File: config.mk
export PLATFORM = sky130hd
export DESIGN_NAME = exc_stacker
export DESIGN_NICKNAME = d
export VERILOG_FILES = /design/src/rtl/exc_stacker.sv
export SDC_FILE = /design/constraint.sdc
export NUM_CORES = 1
export LEC_CHECK = 0
export ABC_AREA = 0
export BUFFER_PORTS_ARGS = -buffer_cell sky130_fd_sc_hd__buf_2
export CORE_AREA = 2 2 306 308
export CTS_BUF_LIST = sky130_fd_sc_hd__clkbuf_4 sky130_fd_sc_hd__clkbuf_8 sky130_fd_sc_hd__clkbuf_16
export DETAILED_ROUTE_END_ITERATION = 16
export DIE_AREA = 0 0 308 310
export SYNTH_ARGS = -nofsm -noshare
export SYNTH_HDL_FRONTEND = slang
export SYNTH_SLANG_ARGS = --single-unit
File: constraint.sdc
create_clock -name clk -period 11 [get_ports clk]
set_input_delay 1.65 -clock clk [delete_from_list [all_inputs] [get_ports clk]]
set_output_delay 1.65 -clock clk [all_outputs]
set_load 0.1 [all_outputs]
File: src/rtl/exc_stacker.sv
module exc_stacker #(
  parameter int          ENTRY_CYC = 12,
  parameter int          EXIT_CYC  = 12,
  parameter logic [31:0] RET_CODE  = 32'hFFFF_FFF9,
  parameter int          PEND_BIT  = 26,
  parameter int          PAD_BIT   = 9
) (
  input  logic         clk,
  input  logic         rst_n,
  input  logic         sp_wr,
  input  logic [31:0]  sp_wdata,
  output logic [31:0]  sp,
  input  logic         irq_req,
  input  logic         ctl_wr,
  input  logic [31:0]  ctl_wdata,
  output logic         tick_pend,
  input  logic [255:0] ctx_in,
  input  logic         br_valid,
  input  logic [31:0]  br_target,
  output logic [31:0]  lr,
  output logic         handler_mode,
  output logic         busy,
  output logic [255:0] ctx_out,
  output logic         ctx_restore,
  output logic         mem_req,
  output logic         mem_we,
  output logic [31:0]  mem_addr,
  output logic [31:0]  mem_wdata,
  input  logic [31:0]  mem_rdata,
  input  logic         mem_rdy
);
  localparam int NW    = 8;
  localparam int ETAIL = ENTRY_CYC - NW;
  localparam int XTAIL = EXIT_CYC - NW;

  typedef enum logic [2:0] {S_IDLE, S_PUSH, S_PTAIL, S_POP, S_QTAIL} st_t;

  st_t         st;
  logic [31:0] frame [NW];
  logic [2:0]  beat;
  logic [7:0]  tcnt;
  logic [31:0] base;
  logic        accept, ret_hit, pad;

  assign pad     = sp[2];
  assign accept  = (st == S_IDLE) && !handler_mode && (irq_req || tick_pend);
  assign ret_hit = (st == S_IDLE) && handler_mode && br_valid && (br_target == RET_CODE);

  assign busy      = (st != S_IDLE);
  assign mem_req   = (st == S_PUSH) || (st == S_POP);
  assign mem_we    = (st == S_PUSH);
  assign mem_addr  = base + {27'd0, beat, 2'b00};
  assign mem_wdata = frame[beat];

  always_comb begin
    for (int i = 0; i < NW; i++) ctx_out[32*i +: 32] = frame[i];
    ctx_out[32*(NW-1) + PAD_BIT] = 1'b0;
  end

  always_ff @(posedge clk) begin
    if (!rst_n) begin
      st           <= S_IDLE;
      beat         <= '0;
      tcnt         <= '0;
      base         <= '0;
      sp           <= '0;
      lr           <= '0;
      handler_mode <= 1'b0;
      tick_pend    <= 1'b0;
      ctx_restore  <= 1'b0;
      for (int i = 0; i < NW; i++) frame[i] <= '0;
    end else begin
      ctx_restore <= 1'b0;
      if (accept)                             tick_pend <= 1'b0;
      else if (ctl_wr && ctl_wdata[PEND_BIT]) tick_pend <= 1'b1;
      case (st)
        S_IDLE: begin
          if (accept) begin
            for (int i = 0; i < NW; i++) frame[i] <= ctx_in[32*i +: 32];
            frame[NW-1][PAD_BIT] <= pad;
            base <= sp - 32'd32 - (pad ? 32'd4 : 32'd0);
            beat <= '0;
            st   <= S_PUSH;
          end else if (ret_hit) begin
            base <= sp;
            beat <= '0;
            st   <= S_POP;
          end else if (sp_wr) begin
            sp <= sp_wdata;
          end
        end
        S_PUSH, S_POP: begin
          if (mem_rdy) begin
            if (st == S_POP) frame[beat] <= mem_rdata;
            if (beat == 3'(NW-1)) begin
              tcnt <= '0;
              st   <= (st == S_PUSH) ? S_PTAIL : S_QTAIL;
            end else begin
              beat <= beat + 3'd1;
            end
          end
        end
        S_PTAIL: begin
          if (tcnt == 8'(ETAIL-1)) begin
            handler_mode <= 1'b1;
            lr           <= RET_CODE;
            sp           <= base;
            st           <= S_IDLE;
          end else tcnt <= tcnt + 8'd1;
        end
        S_QTAIL: begin
          if (tcnt == 8'(XTAIL-1)) begin
            handler_mode <= 1'b0;
            sp           <= base + 32'd32 + (frame[NW-1][PAD_BIT] ? 32'd4 : 32'd0);
            ctx_restore  <= 1'b1;
            st           <= S_IDLE;
          end else tcnt <= tcnt + 8'd1;
        end
        default: st <= S_IDLE;
      endcase
    end
  end


  lr_on_entry_chk: assert property (@(posedge clk) disable iff (!rst_n)
    $rose(handler_mode) |-> lr == RET_CODE);


  sp_aligned_chk: assert property (@(posedge clk) disable iff (!rst_n)
    $rose(handler_mode) |-> sp[2:0] == 3'b000);


  beat_hold_chk: assert property (@(posedge clk) disable iff (!rst_n)
    mem_req && !mem_rdy |=> mem_req && $stable(mem_addr) && $stable(mem_wdata));


  pend_set_chk: assert property (@(posedge clk) disable iff (!rst_n)
    ctl_wr && ctl_wdata[PEND_BIT] && !tick_pend && !irq_req |=> tick_pend);


  restore_strobe_chk: assert property (@(posedge clk) disable iff (!rst_n)
    $fell(handler_mode) |-> ctx_restore);
endmodule

* After elaboration in Yosys (flattened, before gate mapping)
Memories as Yosys holds them, arrays and structs flattened. A register that Yosys moved wholly into a read port is not among the register bits.
Index checks and enable logic that the tools add are counted.
Widths: inputs -> output; s select.
** Operators by class
- Add/subtract/negate cells :: 7
- Eq/ne operators :: 18
- Muxes and demuxes :: 54
- Bitwise operators :: 10
- Reduce and logical (&&, ||, !) cells :: 28
** Operators by type and width (number)
- $mux 32 :: 16
- $pmux 32 s3 :: 1
- $mux 3 :: 15
- $add 32x3->32 :: 1
- $add 32x5->32 :: 1
- $add 32x6->32 const B :: 1
- $eq 32x32->1 const B :: 1
- $reduce_or 32->1 :: 1
- $sub 32x3->32 :: 1
- $sub 32x6->32 const B :: 1
- $mux 8 :: 3
- $ne 2x2->1 const B :: 9
- $pmux 8 s2 :: 1
- $mux 1 :: 15
- $reduce_and 4->1 :: 3
- $or 1x1->1 :: 9
- $pmux 3 s3 :: 1
- $add 8x1->8 const B :: 1
- $eq 8x2->1 const B :: 1
- $reduce_bool 2->1 :: 4
- $eq 3x2->1 const B :: 2
- $eq 3x3->1 const B :: 2
- $logic_and 1x1->1 :: 6
- $pmux 3 s2 :: 1
- 14 further kinds :: 20
** Storage, ports and cells
- Register bits :: 82
- Bits in writable memories :: 256
- Input port bits :: 391
- Output and inout port bits :: 390
- Memories :: 1
** Memory list
- frame :: depth 8, width 32, read ports 9, clocked after memory_dff 1, wr ports 8, line 39 : logic [31:0] frame [NW];

* Depth between registers and ports, before layout
- Word-level depth :: 9
- Gate-level depth with buffers :: 11

* Least setup slack after synthesis
OpenSTA, ideal clock, no wires.
- Path type :: input port to flip-flop
- Start :: in rst_n
- End :: mem frame[3][0] (enable)
- Library setup time :: 0.466 ns
- Arrival time :: 4.675 ns
- Required time :: 10.534 ns
- Slack :: 5.859 ns
- Stages on the path :: 5
- Path through :: clkbuf_1 -> nand4_1 -> or2_1 -> clkbuf_1 -> o21ai_0
** RTL lines
- start: declaration :: line 9 : input logic rst_n,
- end: declaration :: line 39

* Final worst setup path
- Start :: reg beat[1]
- End :: out mem_addr[31]
** On the way
- Word-level cells in the longest chain between the ends :: 1
** Ends and longest elaborated chain
- start: declaration :: line 40 : logic [2:0] beat;
- start signal: assignment :: line 99 : beat <= beat + 3'd1;
- $add 32x5->32 :: line 52 : assign mem_addr = base + {27'd0, beat, 2'b00};
- end: declaration :: line 27 : output logic [31:0] mem_addr,
No other way between the ends.

==> results.sh <==
export IMPL_status="finished, final reports clean"
export IMPL_holdCritStartpoint="sp[1]"
export IMPL_syn_cell_area_um2=19270
export IMPL_vias=17690
export IMPL_initialDrtViolationCount=2108
export IMPL_wl_um=98890
export IMPL_firstDrtPassIters=5
export IMPL_cts_hold_buf=0
export IMPL_die_area_um2=95480
export IMPL_endpoint_kind="primary output"
export IMPL_worst_slew_pin_slew_ns=1.251
export IMPL_ys_seq_area_share_pct=48.71
export IMPL_cts_buffers=42
export IMPL_cts_tree="done"
export IMPL_path_max_fanout=9
export IMPL_initial_core_util_pct=20.84
export IMPL_h_tree_depth=2
export IMPL_cp_start_kind="register"
export IMPL_grt_overflow=0
export IMPL_post_drt_wl_per_cell_um=28.12
export IMPL_cap_viol_max_count=0
export IMPL_clock_fmax_mhz=187.8
export IMPL_vias_per_cell=5.028
export IMPL_cts_resized=0
export IMPL_finalSetupViolCount=0
export IMPL_reg2regPathDepth=10
export IMPL_gp_congestion=0.9453
export IMPL_die_w_um=308
export IMPL_clk_latency_ns=0.57
export IMPL_synth_cell_types=81
export IMPL_cts_sinks=341
export IMPL_regToRegSetupSlack_ns=7.27
export IMPL_path_clk_slew_ns=0.06
export IMPL_synth_edf_count=256
export IMPL_critical_path_class="register to primary output"
export IMPL_power_density_nw_per_um2=239.0
export IMPL_ys_ff_latch=341
export IMPL_synthToLayoutAreaGrowth_pct=29.55
export IMPL_syn_avg_cell_area_um2=11.32
export IMPL_antenna_found_initial=26
export IMPL_post_route_period_util_pct=48.41
export IMPL_r2r_end="frame[0][24]"
export IMPL_min_delay_path_depth=1
export IMPL_track_usage_pct=19.59
export IMPL_ioPinCount=781
export IMPL_crit_arrival_ns=3.68
export IMPL_whs_ns=0.5225
export IMPL_grt_max_degree=85
export IMPL_skew_ns=0.01429
export IMPL_worstHoldPathType="register to register"
export IMPL_cts_root_buf="clkbuf_16"
export IMPL_core_area_um2=92490
export IMPL_yosys_warnings=0
export IMPL_grt_pass1_wl_um=132400
export IMPL_p_total_uw=5967
export IMPL_ir_worst_vdd_mv=0.1390
export IMPL_final_cell_mix="745 x buf_2, 256 x edfxtp_1, 193 x a22o_1"
export IMPL_mostFrequentLayoutCell="buf_2"
export IMPL_synthArstFlopShare_pct=0
export IMPL_cts_setup_buffers=0
export IMPL_maxSlewHeadroom_pct=16.03
export IMPL_rows=112
export IMPL_die_h_um=310
export IMPL_route_detailed_drc=0
export IMPL_clock_path_buffers=3
export IMPL_grt_pass1_vias=16970
export IMPL_ys_flop_type="edfxtp_1"
export IMPL_required_ns=9.35
export IMPL_timing_rr_start="st[2]"
export IMPL_hold_end="sp[1]"
export IMPL_rsz0062_at_grt="no"
export IMPL_nets=2685
export IMPL_drv_slew=0
export IMPL_post_route_min_period_ns=5.325
export IMPL_hold_viol_final=0
export IMPL_finalSetupTns_ns=0
export IMPL_dp_hpwl_um=72030
export IMPL_synthCells=1703
export IMPL_drive_gt1_share_pct=43.30
export IMPL_p_leak_uw=0.01043
export IMPL_final_antenna_net_count=0
export IMPL_io_buffers=746
## how the worst max path moves through the flow
stage	depth (start not counted)	from	endpoint	slack (ns)
final	8	beat[1]	mem_addr[31]	5.67
after global routing	4	register	mem_wdata[3]	5.41
after CTS	4	register	mem_wdata[3]	5.50
after detailed placement	4	register	mem_wdata[3]	6.14
after global placement	4	register	mem_wdata[3]	6.13
after floorplan	5	rst_n	frame[3][0]	5.86
## registers in the layout, indices dropped and copies added, names as in the netlist, named ones only
signal / cells
sp: 32
tick_pend: 1
handler_mode: 1
ctx_restore: 1
lr: 1
frame: 256
beat: 3
base: 32
tcnt: 8
st: 3
## critical path: stages (launching register included)
cell and delay, ns:
dfxtp_1 0.65, ha_1 0.24, a21o_1 0.08, a21oi_1 0.18, nor3b_1 0.56, nand2_1 0.36
nor3_1 0.33, xor2_1 0.23, buf_2 0.47
## layout make-up
| class | count | area, um2 |
|---|---|---|
| clock buffer | 52 | 1139 |
| sequential | 341 | 9399 |
| timing repair buffer | 776 | 3961 |
| clock inverter | 24 | 307.8 |
| fill | 9863 | 67520 |
| antenna | 6 | 15.01 |
| inverter | 11 | 43.79 |
| tap | 1197 | 1498 |
| multi-input combinational | 1110 | 8606 |
## synth_stat cells, types with 5 or more instances
cell      count  area (um2)
nor4_1       11       68.82
ha_1         11       137.6
a21oi_2       6       52.55
nand4_1      28       175.2
a221oi_1     13       113.9
edfxtp_1    256        7687
xnor2_1      44       385.4
a22o_1      193        1690
o211a_1      10       100.1
nor2_1       60       225.2
and4_1        8       70.07
nand3_1      23       115.1
o221ai_1      8       70.07
o22ai_1      12       75.07
inv_1         7       26.28
buf_1         5       18.77
mux4_2       64        1441
xor2_1       42       367.9
nand2b_1     10       62.56
o21ai_0     126       630.6
and3_1        7       43.79
dfxtp_1      85        1702
mux2_2       32       360.4
buf_4        97       728.2
or3_1         6       37.54
clkbuf_1     91       341.6
buf_2        44       220.2
mux2i_1       8       80.08
a31oi_1       8       50.05
o22a_1        7       61.31
o211ai_1      5       37.54
nor3_1       20       100.1
and2_1        5       31.28
a22oi_1      19       142.6
a21oi_1      50       250.2
nand2_1     188       705.7
nor2b_1      11       68.82
## logic make-up after synthesis
group | after synthesis | synth area share (%)
muxes | 104 | 9.764
buffers and inverters | 254 | 7.349
DFF | 341 | 48.71
adders and majority gates | 12 | 0.8180
xor gates and xnor gates | 86 | 3.908
and+or+nand+nor | 414 | 10.88
AOI/OAI and AO/OA | 491 | 18.55
other | 1 | 0.01946
## power by group
part           leakage (uW)  switching [uW]  internal (uW)
clock network      0.000710             587            899
logic               0.00627            2170            478
registers           0.00345             221           1610
## per-stage QoR
stage / util, % / instances / cell area [um2] / worst slack, ns
2_1_floorplan: - / 1705 / 19280 / 5.859
3_3_place_gp: 25.42 / 3435 / 23510 / 6.135
3_5_place_dp: 25.42 / 3435 / 23510 / 6.145
4_1_cts: 26.98 / 3511 / 24950 / 5.498
5_1_grt: 26.98 / 3512 / 24960 / 5.413
6_report: 27.00 / 3517 / 24970 / 5.675
## routing by layer
layer | track usage (%) | part of all wire, %
met1 | 23.33 | 37
met2 | 32.24 | 47
met3 | 6.614 | 11
met4 | 8.236 | 4.6
met5 | 0 | 0.14
No activity file was read; power rests on OpenSTA's default activity.
